<file path="config.mk">
export PLATFORM = sky130hd
export DESIGN_NAME = i2c_fifo_flags
export DESIGN_NICKNAME = d
export VERILOG_FILES = /design/src/rtl/i2c_ff_pkg.sv /design/src/rtl/i2c_ff_fifo.sv /design/src/rtl/i2c_ff_flags.sv /design/src/rtl/i2c_ff_regs.sv /design/src/rtl/i2c_fifo_flags.sv
export SDC_FILE = /design/constraint.sdc
export NUM_CORES = 1
export LEC_CHECK = 0
export ABC_AREA = 1
export BUFFER_PORTS_ARGS = -buffer_cell sky130_fd_sc_hd__buf_2
export CAP_MARGIN = 25
export CORE_ASPECT_RATIO = 0.75
export CORE_MARGIN = 2
export CORE_UTILIZATION = 45
export DETAILED_ROUTE_END_ITERATION = 10
export PLACE_DENSITY = 0.69
export SLEW_MARGIN = 5
export SYNTH_ARGS = -nofsm -noshare
export SYNTH_HDL_FRONTEND = slang
export SYNTH_SLANG_ARGS = --single-unit
</file>
<file path="constraint.sdc">
create_clock -name clk -period 6 [get_ports clk]
set_input_delay 0.6 -clock clk [delete_from_list [all_inputs] [get_ports clk]]
set_output_delay 0.6 -clock clk [all_outputs]
set_load 0.005 [all_outputs]
</file>
<file path="src/rtl/i2c_ff_pkg.sv">
package i2c_ff_pkg;

    localparam int REG_W  = 32;
    localparam int CMD_W  = 11;
    localparam int BYTE_W = 8;
    localparam int OFS_W  = 5;

    localparam logic [OFS_W-1:0] A_INFO  = 5'h00;
    localparam logic [OFS_W-1:0] A_CTRL  = 5'h04;
    localparam logic [OFS_W-1:0] A_STAT  = 5'h08;
    localparam logic [OFS_W-1:0] A_IEN   = 5'h0C;
    localparam logic [OFS_W-1:0] A_WMARK = 5'h10;
    localparam logic [OFS_W-1:0] A_OCC   = 5'h14;
    localparam logic [OFS_W-1:0] A_TXD   = 5'h18;
    localparam logic [OFS_W-1:0] A_RXD   = 5'h1C;

    localparam int C_EN    = 0;
    localparam int C_SRST  = 1;
    localparam int C_TXFL  = 8;
    localparam int C_RXFL  = 9;

    localparam int S_TXREQ = 0;
    localparam int S_RXRDY = 1;
    localparam int S_EVT0  = 9;
    localparam int N_EVT   = 3;
    localparam int S_MBUSY = 24;
    localparam int S_BBUSY = 25;

    localparam int RX_EMPTY_BIT = 14;
    localparam int RXWM_LSB     = 16;
    localparam int RXOCC_LSB    = 16;
    localparam int OCC_W        = 8;

    typedef struct packed {
        logic srst;
        logic enable;
    } ctrl_t;

    typedef struct packed {
        logic wr_ctrl;
        logic wr_stat;
        logic wr_ien;
        logic wr_wmark;
        logic wr_txd;
        logic rd_rxd;
    } acc_t;

    function automatic acc_t decode_access(input logic wr, input logic rd,
                                           input logic hit, input logic [OFS_W-1:0] a);
        acc_t d;
        d.wr_ctrl  = hit && wr && (a == A_CTRL);
        d.wr_stat  = hit && wr && (a == A_STAT);
        d.wr_ien   = hit && wr && (a == A_IEN);
        d.wr_wmark = hit && wr && (a == A_WMARK);
        d.wr_txd   = hit && wr && (a == A_TXD);
        d.rd_rxd   = hit && rd && (a == A_RXD);
        return d;
    endfunction

endpackage

</file>
<file path="src/rtl/i2c_ff_fifo.sv">
module i2c_ff_fifo #(
    parameter int W    = 8,
    parameter int LOG2 = 2
) (
    input  logic          clk,
    input  logic          rst,
    input  logic          clr,
    input  logic          push,
    input  logic [W-1:0]  wdata,
    input  logic          pop,
    output logic [W-1:0]  rdata,
    output logic [LOG2:0] count,
    output logic          empty
);
    localparam int DEPTH = 1 << LOG2;

    logic [W-1:0]      mem [DEPTH];
    logic [LOG2-1:0]   wp, rp;
    logic [LOG2:0]     cnt;
    logic              full, do_push, do_pop;

    assign full    = (cnt == (LOG2+1)'(DEPTH));
    assign empty   = (cnt == '0);
    assign do_push = push && !full && !clr;
    assign do_pop  = pop && !empty && !clr;

    always_ff @(posedge clk) begin
        if (rst || clr) begin
            wp  <= '0;
            rp  <= '0;
            cnt <= '0;
        end else begin
            if (do_push) wp <= wp + 1'b1;
            if (do_pop)  rp <= rp + 1'b1;
            cnt <= cnt + (LOG2+1)'(do_push) - (LOG2+1)'(do_pop);
        end
    end

    always_ff @(posedge clk) begin
        if (do_push && !rst) mem[wp] <= wdata;
    end

    assign rdata = mem[rp];
    assign count = cnt;

endmodule

</file>
<file path="src/rtl/i2c_ff_flags.sv">
module i2c_ff_flags
    import i2c_ff_pkg::*;
#(
    parameter int TX_LOG2 = 2,
    parameter int RX_LOG2 = 2
) (
    input  logic               clk,
    input  logic               rst,
    input  logic               clr_evt,
    input  logic [TX_LOG2:0]   tx_cnt,
    input  logic [RX_LOG2:0]   rx_cnt,
    input  logic [TX_LOG2-1:0] tx_wm,
    input  logic [RX_LOG2-1:0] rx_wm,
    input  logic [N_EVT-1:0]   evt,
    input  logic               wr_stat,
    input  logic [N_EVT-1:0]   w1c,
    input  logic               wr_ien,
    input  logic [3:0]         ien_wdata,
    input  logic               busy_m,
    input  logic               busy_b,
    output logic [REG_W-1:0]   stat_word,
    output logic [REG_W-1:0]   ien_word,
    output logic [N_EVT-1:0]   sticky,
    output logic [3:0]         ien_bits,
    output logic               irq
);
    logic tx_req, rx_rdy;
    logic [3:0] ien_q;

    assign tx_req = (tx_cnt <= {1'b0, tx_wm});
    assign rx_rdy = (rx_cnt >  {1'b0, rx_wm});

    for (genvar i = 0; i < N_EVT; i++) begin : g_evt
        logic q;
        always_ff @(posedge clk) begin
            if (rst || clr_evt)         q <= 1'b0;
            else if (evt[i])            q <= 1'b1;
            else if (wr_stat && w1c[i]) q <= 1'b0;
        end
        assign sticky[i] = q;
    end

    always_ff @(posedge clk) begin
        if (rst)         ien_q <= '0;
        else if (wr_ien) ien_q <= ien_wdata;
    end

    always_comb begin
        stat_word                 = '0;
        stat_word[S_TXREQ]        = tx_req;
        stat_word[S_RXRDY]        = rx_rdy;
        stat_word[S_EVT0 +: N_EVT] = sticky;
        stat_word[S_MBUSY]        = busy_m;
        stat_word[S_BBUSY]        = busy_b;
    end

    always_comb begin
        ien_word             = '0;
        ien_word[S_TXREQ]    = ien_q[0];
        ien_word[S_RXRDY]    = ien_q[1];
        ien_word[S_EVT0]     = ien_q[2];
        ien_word[S_EVT0 + 1] = ien_q[3];
    end

    assign irq = (tx_req & ien_q[0]) | (rx_rdy & ien_q[1]) |
                 (sticky[0] & ien_q[2]) | (sticky[1] & ien_q[3]);
    assign ien_bits = ien_q;

endmodule

</file>
<file path="src/rtl/i2c_ff_regs.sv">
module i2c_ff_regs
    import i2c_ff_pkg::*;
#(
    parameter int TX_LOG2 = 2,
    parameter int RX_LOG2 = 2,
    parameter int ADDR_W  = 5
) (
    input  logic               clk,
    input  logic               rst,
    input  logic               reg_wr,
    input  logic               reg_rd,
    input  logic [ADDR_W-1:0]  reg_addr,
    input  logic [REG_W-1:0]   reg_wdata,
    input  logic [REG_W-1:0]   stat_word,
    input  logic [REG_W-1:0]   ien_word,
    input  logic [TX_LOG2:0]   tx_cnt,
    input  logic [RX_LOG2:0]   rx_cnt,
    input  logic               rx_empty,
    input  logic [BYTE_W-1:0]  rx_head,
    output acc_t               acc,
    output ctrl_t              ctrl,
    output logic               clr_tx,
    output logic               clr_rx,
    output logic [TX_LOG2-1:0] tx_wm,
    output logic [RX_LOG2-1:0] rx_wm,
    output logic [REG_W-1:0]   reg_rdata
);
    logic              hit;
    logic [OFS_W-1:0]  ofs;
    ctrl_t             ctrl_q;
    logic [TX_LOG2-1:0] tx_wm_q;
    logic [RX_LOG2-1:0] rx_wm_q;
    logic              unused_wdata;

    assign hit = ((reg_addr >> OFS_W) == '0);
    assign ofs = reg_addr[OFS_W-1:0];
    assign acc = decode_access(reg_wr, reg_rd, hit, ofs);
    assign unused_wdata = ^reg_wdata;

    always_ff @(posedge clk) begin
        if (rst) begin
            ctrl_q  <= '0;
            tx_wm_q <= '0;
            rx_wm_q <= '0;
        end else begin
            if (acc.wr_ctrl) begin
                ctrl_q.enable <= reg_wdata[C_EN];
                ctrl_q.srst   <= reg_wdata[C_SRST];
            end
            if (acc.wr_wmark) begin
                tx_wm_q <= reg_wdata[TX_LOG2-1:0];
                rx_wm_q <= reg_wdata[RXWM_LSB +: RX_LOG2];
            end
        end
    end

    assign clr_tx = (acc.wr_ctrl && reg_wdata[C_TXFL]) || ctrl_q.srst;
    assign clr_rx = (acc.wr_ctrl && reg_wdata[C_RXFL]) || ctrl_q.srst;
    assign ctrl   = ctrl_q;
    assign tx_wm  = tx_wm_q;
    assign rx_wm  = rx_wm_q;

    always_comb begin
        reg_rdata = '0;
        if (hit) begin
            case (ofs)
                A_INFO: begin
                    reg_rdata[3:0]  = 4'(TX_LOG2);
                    reg_rdata[11:8] = 4'(RX_LOG2);
                end
                A_CTRL: begin
                    reg_rdata[C_EN]   = ctrl_q.enable;
                    reg_rdata[C_SRST] = ctrl_q.srst;
                end
                A_STAT:  reg_rdata = stat_word;
                A_IEN:   reg_rdata = ien_word;
                A_WMARK: begin
                    reg_rdata[TX_LOG2-1:0]         = tx_wm_q;
                    reg_rdata[RXWM_LSB +: RX_LOG2] = rx_wm_q;
                end
                A_OCC: begin
                    reg_rdata[OCC_W-1:0]           = OCC_W'(tx_cnt);
                    reg_rdata[RXOCC_LSB +: OCC_W]  = OCC_W'(rx_cnt);
                end
                A_RXD: begin
                    if (rx_empty) reg_rdata[RX_EMPTY_BIT]   = 1'b1;
                    else          reg_rdata[BYTE_W-1:0]     = rx_head;
                end
                default: reg_rdata = '0;
            endcase
        end
    end

endmodule

</file>
<file path="src/rtl/i2c_fifo_flags.sv">
module i2c_fifo_flags
    import i2c_ff_pkg::*;
#(
    parameter int TX_LOG2 = 2,
    parameter int RX_LOG2 = 2,
    parameter int ADDR_W  = 5
) (
    input  logic              clk,
    input  logic              rst,
    input  logic              reg_wr,
    input  logic              reg_rd,
    input  logic [ADDR_W-1:0] reg_addr,
    input  logic [REG_W-1:0]  reg_wdata,
    output logic [REG_W-1:0]  reg_rdata,
    output logic              eng_tx_avail,
    output logic [CMD_W-1:0]  eng_tx_data,
    input  logic              eng_tx_pop,
    input  logic              eng_rx_push,
    input  logic [BYTE_W-1:0] eng_rx_data,
    input  logic              evt_stop,
    input  logic              evt_nack,
    input  logic              evt_arb,
    input  logic              busy_master,
    input  logic              busy_bus,
    output logic              ctl_enable,
    output logic              irq
);
    acc_t               acc;
    ctrl_t              ctrl;
    logic               clr_tx, clr_rx;
    logic [TX_LOG2-1:0] tx_wm;
    logic [RX_LOG2-1:0] rx_wm;
    logic [TX_LOG2:0]   tx_cnt;
    logic [RX_LOG2:0]   rx_cnt;
    logic               tx_empty, rx_empty;
    logic [BYTE_W-1:0]  rx_head;
    logic [REG_W-1:0]   stat_word, ien_word;
    logic [N_EVT-1:0]   sticky;
    logic [3:0]         ien_bits;
    logic               srst_q;

    i2c_ff_regs #(.TX_LOG2(TX_LOG2), .RX_LOG2(RX_LOG2), .ADDR_W(ADDR_W)) u_regs (
        .clk(clk), .rst(rst), .reg_wr(reg_wr), .reg_rd(reg_rd),
        .reg_addr(reg_addr), .reg_wdata(reg_wdata),
        .stat_word(stat_word), .ien_word(ien_word),
        .tx_cnt(tx_cnt), .rx_cnt(rx_cnt), .rx_empty(rx_empty), .rx_head(rx_head),
        .acc(acc), .ctrl(ctrl), .clr_tx(clr_tx), .clr_rx(clr_rx),
        .tx_wm(tx_wm), .rx_wm(rx_wm), .reg_rdata(reg_rdata)
    );

    i2c_ff_fifo #(.W(CMD_W), .LOG2(TX_LOG2)) u_txq (
        .clk(clk), .rst(rst), .clr(clr_tx),
        .push(acc.wr_txd), .wdata(reg_wdata[CMD_W-1:0]),
        .pop(eng_tx_pop), .rdata(eng_tx_data),
        .count(tx_cnt), .empty(tx_empty)
    );

    i2c_ff_fifo #(.W(BYTE_W), .LOG2(RX_LOG2)) u_rxq (
        .clk(clk), .rst(rst), .clr(clr_rx),
        .push(eng_rx_push), .wdata(eng_rx_data),
        .pop(acc.rd_rxd), .rdata(rx_head),
        .count(rx_cnt), .empty(rx_empty)
    );

    i2c_ff_flags #(.TX_LOG2(TX_LOG2), .RX_LOG2(RX_LOG2)) u_flags (
        .clk(clk), .rst(rst), .clr_evt(ctrl.srst),
        .tx_cnt(tx_cnt), .rx_cnt(rx_cnt), .tx_wm(tx_wm), .rx_wm(rx_wm),
        .evt({evt_arb, evt_nack, evt_stop}),
        .wr_stat(acc.wr_stat), .w1c(reg_wdata[S_EVT0 +: N_EVT]),
        .wr_ien(acc.wr_ien),
        .ien_wdata({reg_wdata[S_EVT0 + 1], reg_wdata[S_EVT0], reg_wdata[S_RXRDY], reg_wdata[S_TXREQ]}),
        .busy_m(busy_master), .busy_b(busy_bus),
        .stat_word(stat_word), .ien_word(ien_word),
        .sticky(sticky), .ien_bits(ien_bits), .irq(irq)
    );

    assign eng_tx_avail = !tx_empty;
    assign ctl_enable   = ctrl.enable;
    assign srst_q       = ctrl.srst;

endmodule

</file>
==> metrics.yaml, run 1 <==
yosys:
  syn-instance-count: 485
  synth_seq_area_share_pct: 59.2
  ys_seq_elements: 107
  synthAdderAreaFrac_pct: 4.90
  synth_top_family_by_area: "simple AND/OR/NAND/NOR gates"
  synth_warnings: 0
  synthMuxAreaShare_pct: 0
  yosys.area_share.simple_pct: 17.7
  avgSynthCellArea_um2: 10.1
  synth_xor_area_share_pct: 0.714
  ys_types: 34
  synth_compound_area_share_pct: 9.24
  synth_area_mm2: 0.00490
worst_setup_path:
  cpPeakStageDelay_ns: 0.81
  crit_family: "flip-flops"
  worstPathCellList: "inv_1 > o21ai_0 > o22ai_1 > buf_2"
  cp_data_required_time_ns: 5.40
  worstPathMaxFanout: 23
  arrival_ns: 2.21
  criticalPathCategory: "reg -> out"
  end_kind: "output port"
  worst-path-buf-inv: 2
  crit_path_top_delay_cell: "dfxtp_1"
  critPathLaunchType: "flop"
clocking:
  clk_pin_slew_ns: 0.07
  cts_max_level: 3
  cts_setup_buffers: 0
  hold_buffers: 0
  numClockSinks: 107
  clock_insertion_delay_worst_skew_ns: 0.35
  cts_buffers: 9
  cts_tree: "built"
  cts-root-buf: "clkbuf_16"
  clockBufferDepth: 2
  ctsResizeCount: 0
global_routing:
  grt_pass1_wl_um: 16300
  grt-ovfl-total: 0
  grt_max_degree: 24
  track_usage_pct: 17.9
  grt_pass1_vias: 3387
  antenna_found_initial: 0
place:
  gp_congestion: 0.835
  io_buffers: 68
  post-place-ws_ns: 2.86
  dp_hpwl_um: 7120
  dpl-instance-area_mm2: 0.00531
routing:
  drt-vias-per-instance: 5.04
  first_pass_iters: 5
  ant_nets: 0
  drt_iter0_drc: 252
  drc: 0
  drt_wl_total_um: 10100
  wl_per_cell_um: 14.5
  vias: 3508
floorplanning:
  ioPinCount: 102
  initial_core_util_pct: 46.9
  die_area_mm2: 0.0118
  die_x_um: 125
  fp.coreArea_mm2: 0.0105
  fp.dieH_um: 94.4
  rows: 32
timing:
  fin_ws_ns: 3.19
  setup_violations: 0
  tightest_slew_ns: 0.814
  fin_crit_ns: 2.81
  period_share_pct: 46.8
  finalHoldViolCount: 0
  rsz0062_at_grt: "false"
  worst_hold_slack_ns: 0.450
  slew_violations: 0
  fmax_ghz: 0.356
  skew_ns: 0.00666
  setup_tns_ns: 0
  maxSlewHeadroom_pct: 45.6
run_status:
  status: "complete, no violations"
hold_path:
  holdCritPathClass: "in -> reg"
finish:
  final_cell_mix: "76 x edfxtp_1, 74 x nor2_1, 68 x buf_2"
  fin_nets: 629
  final_area_mm2: 0.00564
  multiInputGateArea_mm2: 0.00165
  layout-drive-gt1-share_pct: 20.0
  areaGrowthSynthToFinish_pct: 15.0
  seq_area_mm2: 0.00290
  fillCellCount: 909
  layout_commonest_cell: "edfxtp_1"
  antenna_cells: 0
  final_util_pct: 53.9
power:
  irDropWorstVdd_uv: 155
  p_leak_uw: 0.00229
  power_density_mw_per_mm2: 313
flow_run:
  cap_violations: 0
[layout make-up]
type | count | share of cell area (%)
Sequential cell | 107 | 51.5
Multi-Input combinational cell | 306 | 29.3
Timing Repair Buffer | 72 | 6.70
Clock buffer | 9 | 4.00
Inverter | 59 | 3.93
Tap cell | 136 | 3.02
Clock inverter | 7 | 1.51
[worst paths after layout]
path                    from              end  slack [ns]  cells past startpoint
max                     flop   eng_tx_data[4]        3.19                      4
min                      rst  u_regs.tx_wm[0]        0.45                      2
max reg2reg   u_rxq.count[1]   u_rxq.count[2]        3.35                     11
min reg2reg  u_regs.rx_wm[0]  u_regs.rx_wm[0]        0.48                      2
[worst reg2reg max path, cell delays in order (launching register included)]
cell and delay [ns]:
dfxtp_1 0.47, nor3_1 0.11, nor2_2 0.48, nand2_1 0.11
nor2_1 0.13, ha_1 0.23, inv_1 0.06, ha_1 0.14
inv_1 0.05, fa_1 0.37, or2_2 0.30, a21oi_1 0.14
[synthesized netlist by cell type]
master / instances / share of area [%]
edfxtp_1: 76 / 47
buf_2: 4 / 0.41
a21oi_1: 19 / 1.9
nor4_1: 1 / 0.13
fa_1: 2 / 0.82
ha_1: 16 / 4.1
inv_2: 2 / 0.15
nor3_1: 3 / 0.31
nand4_1: 4 / 0.51
clkbuf_1: 6 / 0.46
buf_4: 15 / 2.3
nand3_2: 2 / 0.41
or2_2: 1 / 0.13
nor2_1: 74 / 5.7
o21ai_0: 40 / 4.1
conb_1: 1 / 0.076
a22o_1: 1 / 0.18
o21bai_1: 1 / 0.15
inv_1: 57 / 4.4
dfxtp_1: 31 / 13
xnor2_1: 4 / 0.71
nor3_2: 1 / 0.20
nor2_4: 2 / 0.46
o22ai_1: 16 / 2.0
nand3_4: 2 / 0.71
nand2_2: 3 / 0.38
nand2_4: 3 / 0.69
nand3_1: 25 / 2.6
o211ai_1: 2 / 0.31
nor2_8: 1 / 0.41
a21oi_2: 3 / 0.54
nor2_2: 4 / 0.51
buf_6: 2 / 0.46
nand2_1: 61 / 4.7
[report_power, final]
part           internal [uW]  switching, uW  total, uW
logic                    118            177        295
registers                824           41.1        866
clock network            331            274        605
total                   1270            493       1770
[through the flow]
step           std cells  total power, uW
2_1_floorplan        499             1080
3_3_place_gp         676             1170
3_5_place_dp         678             1180
4_1_cts              694             1780
5_1_grt              696             1860
6_report             696             1770
[routing by layer]
metal	vias up	global-route usage [%]	part of all wire, %
met2	124	29.5	48
met4	0	5.99	1.1
met1	1641	23.8	45
met3	9	4.31	5.8
met5	-	0	0
li1	1734	-	-
[kinds of logic after synthesis]
logic type | after synthesis
compound gates | 82
xor+xnor | 4
fa+ha+maj | 18
buf+inv | 86
flops | 107
other cells | 1
simple gates | 187
[state kept, by name, indices dropped and copies added (netlist names), 3 cells and up, named ones only]
name,flops
u_rxq.count,3
u_flags.g_evt.q,3
u_rxq.mem,32
u_txq.count,3
u_flags.ien_bits,4
u_txq.mem,44
Power figures use the tool's default switching activity.
==> inputs of run 2 (changes only) <==
--- a/config.mk
+++ b/config.mk
@@ -5,7 +5,7 @@
 export SDC_FILE = /design/constraint.sdc
 export NUM_CORES = 1
 export LEC_CHECK = 0
-export ABC_AREA = 1
+export ABC_AREA = 0
 export BUFFER_PORTS_ARGS = -buffer_cell sky130_fd_sc_hd__buf_2
 export CAP_MARGIN = 25
 export CORE_ASPECT_RATIO = 0.75
==> constraint.sdc (replaced) <==
create_clock -name clk -period 2.7 [get_ports clk]
set_input_delay 0.27 -clock clk [delete_from_list [all_inputs] [get_ports clk]]
set_output_delay 0.27 -clock clk [all_outputs]
set_load 0.005 [all_outputs]
==> run 2 against run 1 <==
Net effect:
- count of clock-buffer cells in the layout up 2
- synthesized cell count decreased by 31%
- via count shrank 19%
- first-iteration DRC count is 15% lower
- sequential power rose by 120%
- combinational power increased to 2.6 times the previous value
- critical path type is now reg -> reg
- highest routed layer unchanged
==> metrics.yaml, run 2 <==
worst_setup_path:
  rrSetupSlack_ns: 0.27
  worst-path-buf-inv: 1
  end_kind: "flop"
  r2r-start: "u_txq.count[2]"
  crit_family: "adder cells"
  cp_num_cells: 10
  critPathLaunchType: "flop"
  worstPathCellList: "or3_1 > nand2_1 > a211oi_1 > ha_1 > inv_1 > ha_1 > fa_1 > xnor2_1 > xnor2_1 > nor2_1"
  r2r_cells: 10
  crit_path_start: "u_txq.count[2]"
  crit_path_top_delay_cell: "or3_1"
  arrival_ns: 2.64
  cpPeakStageDelay_ns: 0.43
  worstPathMaxFanout: 5
  worstSetupEndpoint: "u_txq.count[2]"
  reg2reg_to: "u_txq.count[2]"
  criticalPathCategory: "reg -> reg"
  cp_data_required_time_ns: 2.92
finish:
  layout-drive-gt1-share_pct: 28.7
  largest_reg_flops: 44
  final_cell_mix: "76 x edfxtp_1, 68 x buf_2, 31 x nor2_1, 31 x dfxtp_1, 24 x inv_1"
  stdcell_count: 558
  fin_nets: 491
  areaGrowthSynthToFinish_pct: 16.4
  regMostFlops: "u_txq.mem"
  layout_commonest_cell: "edfxtp_1"
  antenna_cells: 0
clocking:
  hold_buffers: 0
  clockBufferDepth: 2
  ctsResizeCount: 0
  cts_buffers: 9
  clock_insertion_delay_worst_skew_ns: 0.34
  clk_pin_slew_ns: 0.07
  cts-root-buf: "clkbuf_16"
  cts_tree: "built"
  numClockSinks: 107
  cts_setup_buffers: 0
  cts_max_level: 3
timing:
  rsz0062_at_grt: "false"
  maxSlewHeadroom_pct: 62.3
  skew_ns: 0.0131
  slew_violations: 0
  finalHoldViolCount: 0
  fmax_ghz: 0.412
  period_share_pct: 89.8
  setup_violations: 0
  fin_crit_ns: 2.43
  tightest_slew_ns: 0.566
  worst_hold_slack_ns: 0.129
power:
  internal_power_uw: 2860
  power_density_mw_per_mm2: 708
  pwr-share-comb_pct: 19.2
  irDropWorstVdd_uv: 319
  seqPwrFrac_pct: 49.2
  pwr-share-clk_pct: 31.6
  swShare_pct: 26.9
  p_sw_uw: 1050
  power_uw: 3910
  p_leak_uw: 0.00220
routing:
  drt_wl_total_um: 9070
  drt_iter0_drc: 214
  drt-vias-per-instance: 5.08
  first_pass_iters: 4
  drc: 0
  vias: 2836
  wl_per_cell_um: 16.2
  ant_nets: 0
yosys:
  synthTopCellsByArea: "edfxtp_1 48%, dfxtp_1 13%, mux4_2 9.0%, ha_1 4.2%, mux2i_1 3.0%"
  synth-async-reset-ratio_pct: 0
  synth_area_mm2: 0.00475
  synth_seq_area_share_pct: 61.1
  avgSynthCellArea_um2: 14.1
  synth_ff_type: "edfxtp_1"
  yosysMostFrequentCell: "edfxtp_1"
  ys_seq_elements: 107
  ys_types: 41
  synth_warnings: 0
  synth.top_cells.by_count: "76 x edfxtp_1, 31 x dfxtp_1, 31 x nor2_1"
  synth_top_area_cell: "edfxtp_1"
  yosys.area.top_type_share_pct: 48.1
  synth_edf_count: 76
  syn-instance-count: 336
global_routing:
  grt_pass1_wl_um: 14500
  grt_pass1_vias: 2843
  antenna_found_initial: 0
  grt_max_degree: 20
  track_usage_pct: 17.0
  grt-ovfl-total: 0
floorplanning:
  fp.coreArea_mm2: 0.0103
  ioPinCount: 102
  die_x_um: 123
  rows: 32
  fp.dieH_um: 93.0
  initial_core_util_pct: 46.1
  die_area_mm2: 0.0114
run_status:
  status: "complete, no violations"
place:
  dp_hpwl_um: 6610
  dp.cells: 542
  io_buffers: 68
  gp_congestion: 0.845
hold_path:
  holdCritPathClass: "in -> reg"
flow_run:
  cap_violations: 0
run 2: how the worst min path moves through the flow:
stage                     depth (start not counted)            endpoint      startpoint  slack [ns]
after global routing                              2  u_flags.g_evt[2].q   reg_wdata[11]        0.12
after floorplan                                   0     u_rxq.mem[0][0]  eng_rx_data[0]        0.37
after global placement                            2  u_flags.g_evt[2].q   reg_wdata[11]        0.47
final                                             2  u_flags.g_evt[2].q   reg_wdata[11]        0.13
after detailed placement                          2  u_flags.g_evt[0].q        evt_stop        0.48
after CTS                                         2  u_flags.g_evt[2].q   reg_wdata[11]        0.12
run 2: cell type report:
cell class                 count  area (um2)
tap                          136         170
fill                         855        4760
inverter                      24        90.1
timing repair buffer          82         445
clock buffer                  11         233
clock inverter                 5        45.0
multi-input combinational    193        1640
sequential                   107        2900
run 2: logic make-up (layout without fill, tap and decap cells):
kind of cell | count (synthesis) | count (layout) | synth area share (%)
AOI/OAI and AO/OA | 23 | 23 | 4.24
xor gates and xnor gates | 10 | 10 | 1.84
adders and majority gates | 18 | 18 | 5.06
buffers and inverters | 50 | 122 | 5.45
DFF | 107 | 107 | 61.1
muxes | 33 | 33 | 12.0
other | 1 | 15 | 0.0790
and+or+nand+nor | 94 | 94 | 10.2
run 2: power groups by stage:
stage                     clock, uW  combinational (uW)  sequential [uW]
final                          1240                 753             1920
after global placement            0                 731             1960
after global routing           1320                 857             1940
after detailed placement          0                 762             1960
after CTS                      1260                 766             1930
after floorplan                   0                 534             1940
run 2: per-layer routing:
layer | share of wire, % | global-route usage (%) | up-vias
met5 | 0 | 0 | -
met4 | 1.4 | 6.23 | 0
met3 | 5.7 | 3.51 | 11
met2 | 46 | 25.9 | 89
met1 | 47 | 24.0 | 1384
li1 | - | - | 1352
run 2: through the flow:
stage / worst slack, ns / utilization [%] / area (um2) / setup TNS (ns)
4_1_cts: 0.264 / 53.7 / 5530 / 0
3_5_place_dp: -0.0235 / 51.0 / 5250 / -0.0235
6_report: 0.275 / 53.7 / 5530 / 0
5_1_grt: 0.0954 / 53.7 / 5530 / 0
2_1_floorplan: 0.236 / - / 4800 / 0
3_3_place_gp: 0.107 / 51.0 / 5250 / 0
